[src/rtl/ss_pkg.sv]
package ss_pkg;

  typedef enum logic [2:0] {
    PH_IDLE   = 3'd0,
    PH_SETTLE = 3'd1,
    PH_CLAMP  = 3'd2,
    PH_RAMP   = 3'd3,
    PH_RUN    = 3'd4
  } ss_phase_e;

endpackage

[src/rtl/ss_sync.sv]
module ss_sync #(
  parameter int N_BITS = 2,
  parameter int STAGES = 2
) (
  input  logic              clk,
  input  logic              rst_n,
  input  logic [N_BITS-1:0] d_async,
  output logic [N_BITS-1:0] q_sync
);

  genvar b;
  generate
    for (b = 0; b < N_BITS; b++) begin : g_bit
      logic [STAGES-1:0] chain_q;
      always_ff @(posedge clk or negedge rst_n) begin
        if (!rst_n) chain_q <= '0;
        else        chain_q <= {chain_q[STAGES-2:0], d_async[b]};
      end
      assign q_sync[b] = chain_q[STAGES-1];
    end
  endgenerate

endmodule

[src/rtl/ss_phase_fsm.sv]
module ss_phase_fsm
  import ss_pkg::*;
#(
  parameter int SETTLE_CYC = 1024,
  parameter int CLAMP_CYC  = 24,
  parameter int RAMP_CYC   = 2048,
  parameter int CNT_W      = 11
) (
  input  logic             clk,
  input  logic             rst_n,
  input  logic             arm,
  output ss_phase_e        phase,
  output logic [CNT_W-1:0] cnt
);

  localparam logic [CNT_W-1:0] SETTLE_LD = CNT_W'(SETTLE_CYC - 1);
  localparam logic [CNT_W-1:0] CLAMP_LD  = CNT_W'(CLAMP_CYC - 1);
  localparam logic [CNT_W-1:0] RAMP_LD   = CNT_W'(RAMP_CYC - 1);
  localparam logic [CNT_W-1:0] ONE       = CNT_W'(1);

  ss_phase_e        phase_q, phase_d;
  logic [CNT_W-1:0] cnt_q, cnt_d;
  logic             cnt_zero;
  logic             upd_en;

  assign cnt_zero = (cnt_q == '0);

  // next-state and counter reload
  always_comb begin
    phase_d = phase_q;
    cnt_d   = cnt_q;
    if (!arm) begin
      phase_d = PH_IDLE;
      cnt_d   = '0;
    end else begin
      unique case (phase_q)
        PH_IDLE: begin
          phase_d = PH_SETTLE;
          cnt_d   = SETTLE_LD;
        end
        PH_SETTLE: begin
          if (cnt_zero) begin
            phase_d = PH_CLAMP;
            cnt_d   = CLAMP_LD;
          end else begin
            cnt_d = cnt_q - ONE;
          end
        end
        PH_CLAMP: begin
          if (cnt_zero) begin
            phase_d = PH_RAMP;
            cnt_d   = RAMP_LD;
          end else begin
            cnt_d = cnt_q - ONE;
          end
        end
        PH_RAMP: begin
          if (cnt_zero) phase_d = PH_RUN;
          else          cnt_d   = cnt_q - ONE;
        end
        PH_RUN: begin
          phase_d = PH_RUN;
        end
        default: begin
          phase_d = PH_IDLE;
          cnt_d   = '0;
        end
      endcase
    end
  end

  assign upd_en = (phase_d != phase_q) || (cnt_d != cnt_q);

  // state register with explicit enable
  always_ff @(posedge clk or negedge rst_n) begin
    if (!rst_n) begin
      phase_q <= PH_IDLE;
      cnt_q   <= '0;
    end else if (upd_en) begin
      phase_q <= phase_d;
      cnt_q   <= cnt_d;
    end
  end

  assign phase = phase_q;
  assign cnt   = cnt_q;

endmodule

[src/rtl/ss_out_decode.sv]
module ss_out_decode
  import ss_pkg::*;
#(
  parameter int OFS_W = 11,
  parameter int CNT_W = 11
) (
  input  ss_phase_e        phase,
  input  logic [CNT_W-1:0] cnt,
  output logic             osc_en,
  output logic             gate_en,
  output logic             comp_clamp,
  output logic [OFS_W-1:0] fb_offset,
  output logic             ss_done
);

  always_comb begin
    osc_en     = 1'b0;
    gate_en    = 1'b0;
    comp_clamp = 1'b0;
    ss_done    = 1'b0;
    fb_offset  = '1;
    unique case (phase)
      PH_IDLE: ;
      PH_SETTLE: osc_en = 1'b1;
      PH_CLAMP: begin
        osc_en     = 1'b1;
        comp_clamp = 1'b1;
      end
      PH_RAMP: begin
        osc_en    = 1'b1;
        gate_en   = 1'b1;
        fb_offset = cnt[OFS_W-1:0];
      end
      PH_RUN: begin
        osc_en    = 1'b1;
        gate_en   = 1'b1;
        ss_done   = 1'b1;
        fb_offset = '0;
      end
      default: ;
    endcase
  end

endmodule

[src/rtl/softstart_seq.sv]
module softstart_seq
  import ss_pkg::*;
#(
  parameter int SETTLE_CYC = 1024,
  parameter int CLAMP_CYC  = 24,
  parameter int OFS_W      = 11
) (
  input  logic             clk,
  input  logic             rst_n,
  input  logic             por_ok,
  input  logic             run_req,
  output logic             osc_en,
  output logic             gate_en,
  output logic             comp_clamp,
  output logic [OFS_W-1:0] fb_offset,
  output logic             ss_done
);

  localparam int RAMP_CYC = 1 << OFS_W;
  localparam int MAX_SC   = (SETTLE_CYC > CLAMP_CYC) ? SETTLE_CYC : CLAMP_CYC;
  localparam int MAX_CYC  = (MAX_SC > RAMP_CYC) ? MAX_SC : RAMP_CYC;
  localparam int CNT_W    = (MAX_CYC > 2) ? $clog2(MAX_CYC) : 1;

  logic [1:0]       in_sync;
  logic             arm;
  ss_phase_e        phase;
  logic [CNT_W-1:0] cnt;

  ss_sync #(.N_BITS(2), .STAGES(2)) u_sync (
    .clk     (clk),
    .rst_n   (rst_n),
    .d_async ({run_req, por_ok}),
    .q_sync  (in_sync)
  );

  assign arm = &in_sync;

  ss_phase_fsm #(
    .SETTLE_CYC (SETTLE_CYC),
    .CLAMP_CYC  (CLAMP_CYC),
    .RAMP_CYC   (RAMP_CYC),
    .CNT_W      (CNT_W)
  ) u_fsm (
    .clk   (clk),
    .rst_n (rst_n),
    .arm   (arm),
    .phase (phase),
    .cnt   (cnt)
  );

  ss_out_decode #(.OFS_W(OFS_W), .CNT_W(CNT_W)) u_dec (
    .phase      (phase),
    .cnt        (cnt),
    .osc_en     (osc_en),
    .gate_en    (gate_en),
    .comp_clamp (comp_clamp),
    .fb_offset  (fb_offset),
    .ss_done    (ss_done)
  );

endmodule

[config.mk]
export PLATFORM = sky130hd
export DESIGN_NAME = softstart_seq
export DESIGN_NICKNAME = d
export VERILOG_FILES = /design/src/rtl/ss_pkg.sv /design/src/rtl/ss_sync.sv /design/src/rtl/ss_phase_fsm.sv /design/src/rtl/ss_out_decode.sv /design/src/rtl/softstart_seq.sv
export SDC_FILE = /design/constraint.sdc
export NUM_CORES = 1
export LEC_CHECK = 0
export ABC_AREA = 0
export CAP_MARGIN = 20
export CELL_PAD_IN_SITES_DETAIL_PLACEMENT = 0
export CELL_PAD_IN_SITES_GLOBAL_PLACEMENT = 1
export CORE_MARGIN = 4
export CORE_UTILIZATION = 34
export DETAILED_ROUTE_END_ITERATION = 7
export MAX_ROUTING_LAYER = met4
export PLACE_DENSITY = 0.76
export SYNTH_ARGS = -nofsm -noshare
export SYNTH_HDL_FRONTEND = slang
export SYNTH_SLANG_ARGS = --single-unit
[constraint.sdc]
create_clock -name clk -period 3.73 [get_ports clk]
set_input_delay 1.119 -clock clk [delete_from_list [all_inputs] [get_ports clk]]
set_output_delay 1.119 -clock clk [all_outputs]
set_load 0.05 [all_outputs]
# After elaboration in Yosys (flattened, before gate mapping)

Index checks and enable logic that the tools add are counted.

Output and inout bits: 15
Input port bits: 4
Word-level logic and storage cells: 32
Register bits after elaboration: 18

Reductions and logical operators: 6
Add/sub/neg operators: 1
Equality and inequality tests: 6
Multiplexer cells: 15

Operators with widths:

| kind                    | number |
|---|---|
| $pmux W11 S5            | 1 |
| $mux W11                | 4 |
| $pmux W11 S2            | 1 |
| $pmux W3 S5             | 1 |
| $mux W3                 | 4 |
| $logic_not A11 Y1       | 1 |
| $ne A11 B11 Y1          | 1 |
| $sub A11 B1 Y11 const B | 1 |
| $eq A3 B2 Y1 const B    | 2 |
| $mux W1                 | 4 |
| $reduce_or A4 Y1        | 1 |
| $eq A3 B1 Y1 const B    | 1 |
| $eq A3 B3 Y1 const B    | 1 |
| $logic_not A3 Y1        | 1 |
| $ne A3 B3 Y1            | 1 |
| $reduce_and A2 Y1       | 1 |
| $reduce_or A2 Y1        | 1 |
| $logic_or A1 B1 Y1      | 1 |

# Depth between registers and ports, before layout

Gate-level depths: netlist (run 1).

Depth after elaboration: 6
Gate-level depth with buffers: 12

# By module

A second synthesis (run 1) with hierarchy kept.

Cell total of the unflattened synthesis: 150
Area, all modules: 1405.1 um^2

Modules (own cells, without submodules):

| module        | cells each | instances | area each (um^2) |
|---|---|---|---|
| ss_phase_fsm  | 123        | 1         | 1138.6 |
| ss_out_decode | 20         | 1         | 145.1 |
| ss_sync       | 6          | 1         | 115.1 |
| softstart_seq | 1          | 1         | 6.3 |

# Worst setup path before layout (run 1)

OpenSTA, ideal clock, no wires.

Path type: register -> output
Start point: register u_fsm.phase_q[0], in the netlist u_fsm.phase[0]
End point: output port fb_offset[0]
Required time: 2611 ps
Data arrival time: 1857 ps
Cell stages (with the launch flop): 6
Buffers on the path: 1
Path slack: 754 ps
Cell sequence: dfrtp_1 nor2_1 nand2_1 inv_1 clkbuf_1 nor2_1

Word-level cells in the longest chain between the ends: 2

Ends and longest elaborated chain:

| what                                                | RTL line            | RTL |
|---|---|---|
| start: declaration                                  | ss_phase_fsm.sv:21  | `ss_phase_e phase_q, phase_d;` |
| start signal: assignment                            | ss_phase_fsm.sv:80  | `phase_q <= phase_d;` |
| $eq A3 B3 Y1 / $eq A3 B2 Y1 (equally long branches) | ss_out_decode.sv:22 | `unique case (phase)` |
| $pmux W11 S2 (*)                                    | ss_out_decode.sv:22 |  |
| end: declaration                                    | softstart_seq.sv:15 | `output logic [OFS_W-1:0] fb_offset,` |

Mark *: on every way between the ends. The rest lies on a longest branch, timed or not.

# Worst setup path in the final report (run 1)

Start point: register u_fsm.phase_q[1], in the netlist u_fsm.phase[1]
End point: output port gate_en

Word-level cells in the longest chain between the ends: 3

Ends and longest elaborated chain:

| what                                                | RTL line            | RTL |
|---|---|---|
| $eq A3 B2 Y1 / $eq A3 B3 Y1 (equally long branches) | ss_out_decode.sv:22 |  |
| $reduce_or A2 Y1 (no line) (*)                      | --                  |  |
| $mux W1 (*)                                         | ss_out_decode.sv:22 |  |
| end: declaration                                    | softstart_seq.sv:13 | `output logic gate_en,` |

Marked as above.

==> run summary, run 1 <==
First-pass DRT Iterations: 4
RSZ-0062 raised after global routing: no
Clock skew: 0.00602 ns
Flops & latches, synth: 18
I/O Buffers: 18
Pwr dens: 297 nW/um2
Area contributors post-synth: dfrtp_1 37%, nor2_1 10%, a21oi_1 5.7%
Clock buffer depth: 2
CTS clk-pin slew, worst paths: 0.11 ns
Design Area, Final: 1470 um2
First-pass GRT wire length: 5.36 mm
Placer Congestion: 0.847
Slew HR: 0.450
Most used DFF post-synth: dfrtp_1
Starting Density: 0.359
R2R Path Start: u_fsm.cnt[0]
WP data required: 2.61 ns
Compound-Gate Fraction of Synth Area: 0.228
Initial DRC Count: 64
Final Max Slew Viols: 0
Die W: 68.1 um
CTS resizes: 0
Period utilisation layout: 0.914
Seq/Total Area, Yosys: 0.367
Post-CTS setup buffers: 0
Synth Area in XOR/XNOR: 0.0214
Avg WL per Cell: 14.6 um
Largest net degree at the start of global routing: 19
DP Wirelength: 2.25 mm
Reg2reg path depth: 10
Cells after synthesis: 152
Via density: 5.43
Die height: 68.1 um
Startpoint Class: flop
Post-synthesis mux area share: 0.0173
Antenna violations before repair: 0
Critical Path AT: 2.29 ns
Share of the synthesized area in the top cell type: 0.367
Worst vdd ir: 140 uV
Asr flop ratio synth: 1.00
Max Fclk: 0.293 GHz
Syn Nets: 159
Tmin final: 3.41 ns
CTS Hold Bufs: 0
Vias: 1,157
Area taken by multi-input logic gates: 697 um2
Simple-gate share of the synthesized area: 0.270
Synth Cell Area: 1230 um2
Largest area contributor in the synthesized netlist: dfrtp_1
CTS Buf Count: 3
Clock Sink Count: 18
Crit Reg-Reg Endpoint: u_fsm.cnt[0]
Synth warn: 0
Vias in the first global route: 1,086
Site Rows: 21
Fin nets: 175
# H-tree levels: 1
GRT Overall Usage: 0.160
Slew @ Worst Pin: 0.823 ns
Residual DRC: 0
Flop2flop setup slack: 1.22 ns
Crit-path max FO: 13
Hold Path End: u_sync.g_bit[0].chain_q[1]
P&R area growth vs syn: 19.7%
CTS tree: built
Max Cap Viol: 0
Core Box Area: 3420 um2
Drt total wl: 3.10 mm
Post-synth top cells: 33 x nor2_1, 18 x dfrtp_1, 14 x a21oi_1, 10 x o21ai_0, 8 x nand2_1
HP Class: reg -> reg
Area post-placement: 1430 um2
Antenna diode count: 0
Post-Synth Adder-Cell Area: 0.0306
Setup violators final: 0
Synth cell types: 40
Share of layout cells above drive strength 1: 0.114
Fillers: 346
Critical Path End Type: primary output
Die area: 4640 um2
EDFF count, synth: 0
Hold depth: 0
Post-detailed-route count of antenna-violating nets: 0
TNS Setup: 0 ns
# IOs: 19
GRT overflow: 0
Syn avg cell area: 8.08 um2
Largest family of logic cells by synthesized area: simple AND/OR/NAND/NOR gates
Leak: 0.623 nW
Clock root cell: clkbuf_4
Top-count cell post-synth: nor2_1
Hold path start: u_sync.g_bit[0].chain_q[0]
Clock latency at the later pin of the worst-skew pair: 0.30 ns
Outcome: complete, no violations
Worst setup path class: reg -> out
Final hold viol count: 0
Sequential Area: 450 um2
[placed cells by master (no fill, tap or decap), drive strengths merged, types with 2 or more instances in the layout]
cell type,count
nor2,33
a31oi,3
o21ai,10
clkbuf,4
o211ai,5
dfrtp,18
nand2,9
nand3,7
ha,3
nor3,7
clkdlybuf4s50,17
buf,4
o31ai,2
inv,6
or3,2
xor2,2
a22oi,2
a21oi,15
nand2b,2
[kinds of logic after synthesis]
group           Yosys count
fa+ha+maj                 3
mux                       2
simple gates             67
xor+xnor                  3
buf+inv                  16
compound gates           43
flops                    18
[state kept, by name (all words and copies together), names as in the netlist]
name                  flops
u_sync.g_bit.chain_q      4
u_fsm.cnt                11
u_fsm.phase               3
[critical path, cell delays in order, from the launching register on]
cell and delay (ns):
dfrtp_1 0.57, nand3_1 0.42, nand2_1 0.19, clkdlybuf4s50_1 0.81
[area by class of cell]
| class | count | share of cell area |
|---|---|---|
| Inverter | 6 | 0.0187 |
| Clock buffer | 4 | 0.0247 |
| Sequential cell | 18 | 0.307 |
| Tap cell | 46 | 0.0392 |
| Timing Repair Buffer | 21 | 0.136 |
| Multi-Input combinational cell | 118 | 0.474 |
[stage by stage]
| stage | total power (W) | hold WS [ns] | utilization | cells | setup WS, ns |
|---|---|---|---|---|---|
| 6_report | 0.000436 | 0.361 | 0.430 | 213 | 0.319 |
| 3_5_place_dp | 0.000314 | 0.339 | 0.419 | 209 | 0.644 |
| 3_3_place_gp | 0.000312 | 0.336 | 0.419 | 209 | 0.726 |
| 5_1_grt | 0.000466 | 0.383 | 0.430 | 213 | 0.0995 |
| 2_1_floorplan | 0.000290 | 0.331 | - | 152 | 0.754 |
| 4_1_cts | 0.000439 | 0.365 | 0.430 | 213 | 0.293 |
[routing by layer]
layer	vias up	global-route usage	wire (um)
met5	-	-	0
li1	566	-	-
met2	43	0.243	1440
met3	5	0.0246	206
met1	543	0.216	1410
met4	0	0.0571	44
[where the power goes]
part	internal, W	switching [W]	leakage (nW)
Sequential	0.000204	0.0000170	0.232
Clock	0.0000596	0.0000670	0.0210
Combinational	0.0000361	0.0000522	0.370
Total	0.000300	0.000136	0.623
[worst max-delay path by stage]
stage	start	to	depth (start not counted)
floorplan	u_fsm.phase[0]	fb_offset[0]	5
global placement	u_fsm.phase[1]	gate_en	3
detailed placement	u_fsm.phase[1]	gate_en	3
CTS	u_fsm.phase[1]	gate_en	3
global route	u_fsm.phase[1]	fb_offset[2]	4
finish	u_fsm.phase[1]	gate_en	3
Note: power is estimated with default switching activity, not from simulation.
==> run 2, diff against run 1 <==
--- a/config.mk
+++ b/config.mk
@@ -8,12 +8,12 @@
 export ABC_AREA = 0
 export CAP_MARGIN = 20
 export CELL_PAD_IN_SITES_DETAIL_PLACEMENT = 0
-export CELL_PAD_IN_SITES_GLOBAL_PLACEMENT = 1
+export CELL_PAD_IN_SITES_GLOBAL_PLACEMENT = 2
 export CORE_MARGIN = 4
-export CORE_UTILIZATION = 34
+export CORE_UTILIZATION = 33
 export DETAILED_ROUTE_END_ITERATION = 7
 export MAX_ROUTING_LAYER = met4
-export PLACE_DENSITY = 0.76
+export PLACE_DENSITY = 0.88
 export SYNTH_ARGS = -nofsm -noshare
 export SYNTH_HDL_FRONTEND = slang
 export SYNTH_SLANG_ARGS = --single-unit
==> run 2 against run 1 <==
  * Setup slack gained 0.036 ns
  * Power grew 8.8%
  * Register-to-register slack lost 0.05 ns
  * Fmax grew 1.1%
  * Clock power grew 28%
  * Die area grew 2.7%
==> run summary, run 2 (synthesized netlist as in run 1, its figures left out) <==
Clock buffer depth: 2 (unchanged)
Placer Congestion: 0.830 (-2.0%)
Critical Path AT: 2.26 ns (-0.03 ns)
Setup violators final: 0 (unchanged)
# IOs: 19 (unchanged)
Crit-path max FO: 13 (unchanged)
TNS Setup: 0 ns (unchanged)
Post-CTS setup buffers: 0 (unchanged)
Max reg flops: 11 (unchanged)
Clock Sink Count: 18 (unchanged)
Crit path largest cell delay: 0.81 ns (about the same)
Metal3 WL: 230 um (+12%)
CTS Hold Bufs: 0 (unchanged)
WP data required: 2.61 ns (about the same)
Pwr dens: 321 nW/um2 (+7.9%)
DP Wirelength: 2.29 mm (+2.0%)
Fin nets: 174 (-0.57%)
Slew @ Worst Pin: 0.838 ns (+0.0151 ns)
I/O Buffers: 18 (unchanged)
HP Class: reg -> reg
Design Area, Final: 1480 um2 (+0.77%)
Site Rows: 21 (unchanged)
Die W: 69.0 um (+1.3%)
Vias in the first global route: 1,150 (+5.9%)
Initial DRC Count: 68 (+6.3%)
GRT overflow: 0 (unchanged)
# H-tree levels: 1 (unchanged)
RSZ-0062 raised after global routing: no
First-pass GRT wire length: 5.82 mm (+8.6%)
Share of layout cells above drive strength 1: 0.108 (-0.00534)
Core Box Area: 3470 um2 (+1.5%)
Antenna diode count: 0 (unchanged)
Slowest cell on the critical path: clkdlybuf4s50_1
Metal2 WL: 1.52 mm (+5.6%)
P&R area growth vs syn: 20.6%
Final Max Slew Viols: 0 (unchanged)
CTS tree: built
Clock skew: 0.00857 ns (+0.00255 ns)
Tmin final: 3.38 ns (-0.0359 ns)
R2R Path Start: u_fsm.cnt[0]
Final hold viol count: 0 (unchanged)
Commonest cells after routing, fill and taps aside: 33 x nor2_1, 18 x dfrtp_1, 17 x clkdlybuf4s50_1
Largest net degree at the start of global routing: 19 (unchanged)
Setup crit start: u_fsm.phase[1]
Max Used Layer: met4
Starting Density: 0.354 (-0.00544)
Crit Reg-Reg Endpoint: u_fsm.cnt[0]
CTS clk-pin slew, worst paths: 0.08 ns (-0.03 ns)
Critical Path End Type: primary output
Pwr Total: 0.000474 W (+8.8%)
Worst setup path class: reg -> out
Post-detailed-route count of antenna-violating nets: 0 (unchanged)
Max Cap Viol: 0 (unchanged)
CTS Buf Count: 3 (unchanged)
Reg2reg path depth: 10 (unchanged)
Commonest non-fill, non-tap cell in the layout: nor2_1
GRT Overall Usage: 0.169 (+0.00850)
Die area: 4760 um2 (+2.7%)
Drt total wl: 3.28 mm (+5.8%)
Residual DRC: 0 (unchanged)
CTS resizes: 0 (unchanged)
Die height: 69.0 um (+1.3%)
Clock root cell: clkbuf_8
Clock latency at the later pin of the worst-skew pair: 0.26 ns (-0.04 ns)
CP endpoint: gate_en
Slew HR: 0.440 (-0.0101)
Leak: 0.627 nW (+0.58%)
Crit-path cells: nand3_1 -> nand2_1 -> clkdlybuf4s50_1
Antenna violations before repair: 0 (unchanged)
Area post-placement: 1430 um2 (-0.52%)
First-pass DRT Iterations: 4 (unchanged)
Avg WL per Cell: 15.5 um (+6.3%)
Flop2flop setup slack: 1.17 ns (-0.05 ns)
Worst vdd ir: 149 uV (+7.1%)
Via density: 5.62 (+3.5%)
Startpoint Class: flop
Max Fclk: 0.296 GHz (+1.1%)
Vias: 1,192 (+3.0%)
Period utilisation layout: 0.905 (-0.00964)
Met1 Wirelength: 1.48 mm (+5.3%)
Outcome: complete, no violations
==> run 2: how the worst min path moves through the flow <==
stage	from	to	slack (ns)	cells past startpoint
after floorplan	u_sync.g_bit[0].chain_q[0]	u_sync.g_bit[0].chain_q[1]	0.33	0
after global placement	u_sync.g_bit[0].chain_q[0]	u_sync.g_bit[0].chain_q[1]	0.34	0
after detailed placement	u_sync.g_bit[1].chain_q[0]	u_sync.g_bit[1].chain_q[1]	0.34	0
after CTS	u_sync.g_bit[1].chain_q[0]	u_sync.g_bit[1].chain_q[1]	0.36	0
after global routing	u_sync.g_bit[0].chain_q[0]	u_sync.g_bit[0].chain_q[1]	0.37	0
final	u_sync.g_bit[0].chain_q[0]	u_sync.g_bit[0].chain_q[1]	0.35	0
==> run 2: power breakdown <==
part            total, W  switching (W)  internal, W  leakage, nW
clock           0.000162      0.0000683    0.0000938       0.0288
combinational  0.0000896      0.0000537    0.0000359        0.366
sequential      0.000223      0.0000182     0.000205        0.232
==> run 2: critical path: cells and delay by family (launching register included) <==
family | cells | cell delay (ns)
buffers and inverters | 1 | 0.81
flip-flops | 1 | 0.59
AND/OR/NAND/NOR | 2 | 0.59
==> run 2: per-stage QoR <==
| step | utilization | worst slack [ns] | cells | hold WS [ns] |
|---|---|---|---|---|
| 3_3_place_gp | 0.411 | 0.693 | 208 | 0.339 |
| 5_1_grt | 0.427 | 0.176 | 212 | 0.373 |
| 2_1_floorplan | - | 0.754 | 152 | 0.331 |
| 4_1_cts | 0.427 | 0.355 | 212 | 0.360 |
| 3_5_place_dp | 0.411 | 0.643 | 208 | 0.344 |
| 6_report | 0.427 | 0.355 | 212 | 0.349 |
==> run 2: metal layers <==
metal,global-route usage,vias to the layer above
met1,0.229,566
met2,0.258,53
met5,-,-
met3,0.0227,6
met4,0.0584,0
li1,-,567
==> run 2: layout make-up <==
class / count / area, um2
fillers: 372 / 1990
multi-input cells: 118 / 697
flip-flops and latches: 18 / 450
repair buffers: 20 / 193
well taps: 46 / 57.6
clock buffers: 4 / 55.1
inverters: 6 / 27.5
==> run 3, diff against run 2 <==
--- a/config.mk
+++ b/config.mk
@@ -7,13 +7,12 @@
 export LEC_CHECK = 0
 export ABC_AREA = 0
 export CAP_MARGIN = 20
-export CELL_PAD_IN_SITES_DETAIL_PLACEMENT = 0
-export CELL_PAD_IN_SITES_GLOBAL_PLACEMENT = 2
-export CORE_MARGIN = 4
-export CORE_UTILIZATION = 33
+export CORE_ASPECT_RATIO = 1.75
+export CORE_MARGIN = 2
+export CORE_UTILIZATION = 34
 export DETAILED_ROUTE_END_ITERATION = 7
 export MAX_ROUTING_LAYER = met4
-export PLACE_DENSITY = 0.88
+export PLACE_DENSITY = 0.6
 export SYNTH_ARGS = -nofsm -noshare
 export SYNTH_HDL_FRONTEND = slang
 export SYNTH_SLANG_ARGS = --single-unit
==> run 3 against run 2 <==
  * Fmax hardly changed
  * Global-route usage shrank 0.85 points
  * Routed wire length fell by 8.7%
  * Via count shrank 1.4%
  * First-iteration DRC count is 43% lower
  * Count of clock-buffer cells in the layout unchanged
  * Critical path depth unchanged
  * Register-to-register slack lost 0.02 ns
  * Sequential cell count is the same
  * Combinational power barely moved
==> run summary, run 3 (synthesized netlist as in run 1, its figures left out) <==
Outcome: complete, no violations
Met3 Use GR: 0.0125 (-0.0101)
Via density: 5.57 (-0.96%)
Post-CTS setup buffers: 0 (unchanged)
Max Cap Viol: 0 (unchanged)
HP Class: reg -> reg
Vias: 1,175 (-1.4%)
CTS tree: built
Die W: 49.4 um (-28%)
Power share of the combinational group: 0.192 (+0.003)
Switching share of power: 0.282 (-0.0138)
Gr busiest metal: met2
Slew @ Worst Pin: 0.779 ns (-0.0585 ns)
Leak: 0.627 nW (unchanged)
Sequential Power Share: 0.479 (+0.010)
Crit Reg-Reg Endpoint: u_fsm.cnt[0]
# H-tree levels: 1 (unchanged)
CTS resizes: 0 (unchanged)
Clk pwr share: 0.329 (-0.013)
Final Max Slew Viols: 0 (unchanged)
WP data required: 2.61 ns (about the same)
Core Box Area: 3430 um2 (-1.0%)
Fin nets: 174 (unchanged)
Tmin final: 3.37 ns (-0.00231 ns)
Antenna diode count: 0 (unchanged)
Startpoint Class: flop
Starting Density: 0.358 (+0.00361)
Period utilisation layout: 0.904 (about the same)
First-pass DRT Iterations: 4 (unchanged)
Post-detailed-route count of antenna-violating nets: 0 (unchanged)
CTS Buf Count: 3 (unchanged)
Critical Path AT: 2.25 ns (about the same)
Slew HR: 0.479 (+0.0391)
Site Rows: 28 (+33%)
Flop2flop setup slack: 1.15 ns (-0.02 ns)
DP Wirelength: 2.32 mm (+1.0%)
Largest net degree at the start of global routing: 19 (unchanged)
Hold depth: 0 (unchanged)
Commonest non-fill, non-tap cell in the layout: nor2_1
Die height: 83.5 um (+21%)
# IOs: 19 (unchanged)
Clock buffer depth: 2 (unchanged)
Sw Pwr: 0.000131 W (-6.5%)
RSZ-0062 raised after global routing: no
Worst setup path class: reg -> out
Antenna violations before repair: 0 (unchanged)
Setup violators final: 0 (unchanged)
Worst vdd ir: 238 uV (+59%)
Drt total wl: 3.00 mm (-8.7%)
Clock Sink Count: 18 (unchanged)
Clock latency at the later pin of the worst-skew pair: 0.25 ns (about the same)
Residual DRC: 0 (unchanged)
Share of layout cells above drive strength 1: 0.108 (unchanged)
Clock skew: 0.000879 ns (-0.00769 ns)
Initial DRC Count: 39 (-43%)
CP endpoint: gate_en
Int Pwr: 0.000334 W (about the same)
GRT Overall Usage: 0.160 (-0.00845)
Post-place setup slack: 0.628 ns (-0.0150 ns)
TNS Setup: 0 ns (unchanged)
I/O Buffers: 18 (unchanged)
Final setup margin: 0.357 ns (+0.00231 ns)
Pwr dens: 315 nW/um2 (-1.8%)
GRT overflow: 0 (unchanged)
Reg2reg path depth: 10 (unchanged)
Max Fclk: 0.296 GHz (about the same)
Crit-path max FO: 13 (unchanged)
Met2 global-route usage: 0.265 (+0.00702)
Clock root cell: clkbuf_8
Pwr Total: 0.000465 W (-1.9%)
Avg WL per Cell: 14.2 um (-8.3%)
Met1 usage: 0.175 (-0.0542)
CTS Hold Bufs: 0 (unchanged)
Commonest cells after routing, fill and taps aside: 33 x nor2_1, 18 x dfrtp_1, 17 x clkdlybuf4s50_1
P&R area growth vs syn: 20.5% (about the same)
Vias in the first global route: 1,183 (+2.9%)
Die area: 4130 um2 (-13%)
Max reg flops: 11 (unchanged)
First-pass GRT wire length: 5.13 mm (-12%)
Critical Path End Type: primary output
Setup crit start: u_fsm.phase[1]
R2R Path Start: u_fsm.cnt[0]
Final hold viol count: 0 (unchanged)
Placer Congestion: 0.887 (+6.9%)
CTS clk-pin slew, worst paths: 0.06 ns (-0.02 ns)
-- run 3: worst min path at each step --
stage,from,to
final,u_sync.g_bit[0].chain_q[0],u_sync.g_bit[0].chain_q[1]
after CTS,u_sync.g_bit[0].chain_q[0],u_sync.g_bit[0].chain_q[1]
after floorplan,u_sync.g_bit[0].chain_q[0],u_sync.g_bit[0].chain_q[1]
after global placement,u_sync.g_bit[0].chain_q[0],u_sync.g_bit[0].chain_q[1]
after detailed placement,u_sync.g_bit[0].chain_q[0],u_sync.g_bit[0].chain_q[1]
after global routing,u_sync.g_bit[0].chain_q[0],u_sync.g_bit[0].chain_q[1]
-- run 3: layer usage --
metal / vias to the layer above / share of wire
met1: 554 / 0.41
met4: 0 / 0.052
met5: - / 0
met2: 38 / 0.51
met3: 16 / 0.034
li1: 567 / -
-- run 3: metrics by stage --
| stage | instance area [um2] | util | hold slack [ns] | std cells |
|---|---|---|---|---|
| 6_report | 1480 | 0.431 | 0.350 | 211 |
| 5_1_grt | 1480 | 0.431 | 0.358 | 211 |
| 4_1_cts | 1480 | 0.431 | 0.353 | 211 |
| 3_5_place_dp | 1420 | 0.415 | 0.338 | 207 |
| 3_3_place_gp | 1420 | 0.415 | 0.340 | 207 |
| 2_1_floorplan | 1230 | - | 0.331 | 152 |
-- run 3: worst max-delay path: stages, from the launching register on --
cell	delay, ns
dfrtp_1	0.58
nand3_1	0.43
nand2_1	0.18
clkdlybuf4s50_1	0.81
-- run 3: power groups by stage --
| stage | clock network (W) | logic, W | registers, W |
|---|---|---|---|
| after global routing | 0.000167 | 0.0000989 | 0.000224 |
| after global placement | 0 | 0.0000874 | 0.000225 |
| after floorplan | 0 | 0.0000726 | 0.000217 |
| final | 0.000153 | 0.0000893 | 0.000223 |
| after detailed placement | 0 | 0.0000891 | 0.000226 |
| after CTS | 0.000159 | 0.0000897 | 0.000222 |
-- run 3: cell type report --
type	instances	area (um2)
Clock buffer	4	55.1
Fill cell	373	1950
Inverter	6	27.5
Multi-Input combinational cell	118	697
Sequential cell	18	450
Tap cell	45	56.3
Timing Repair Buffer	20	193
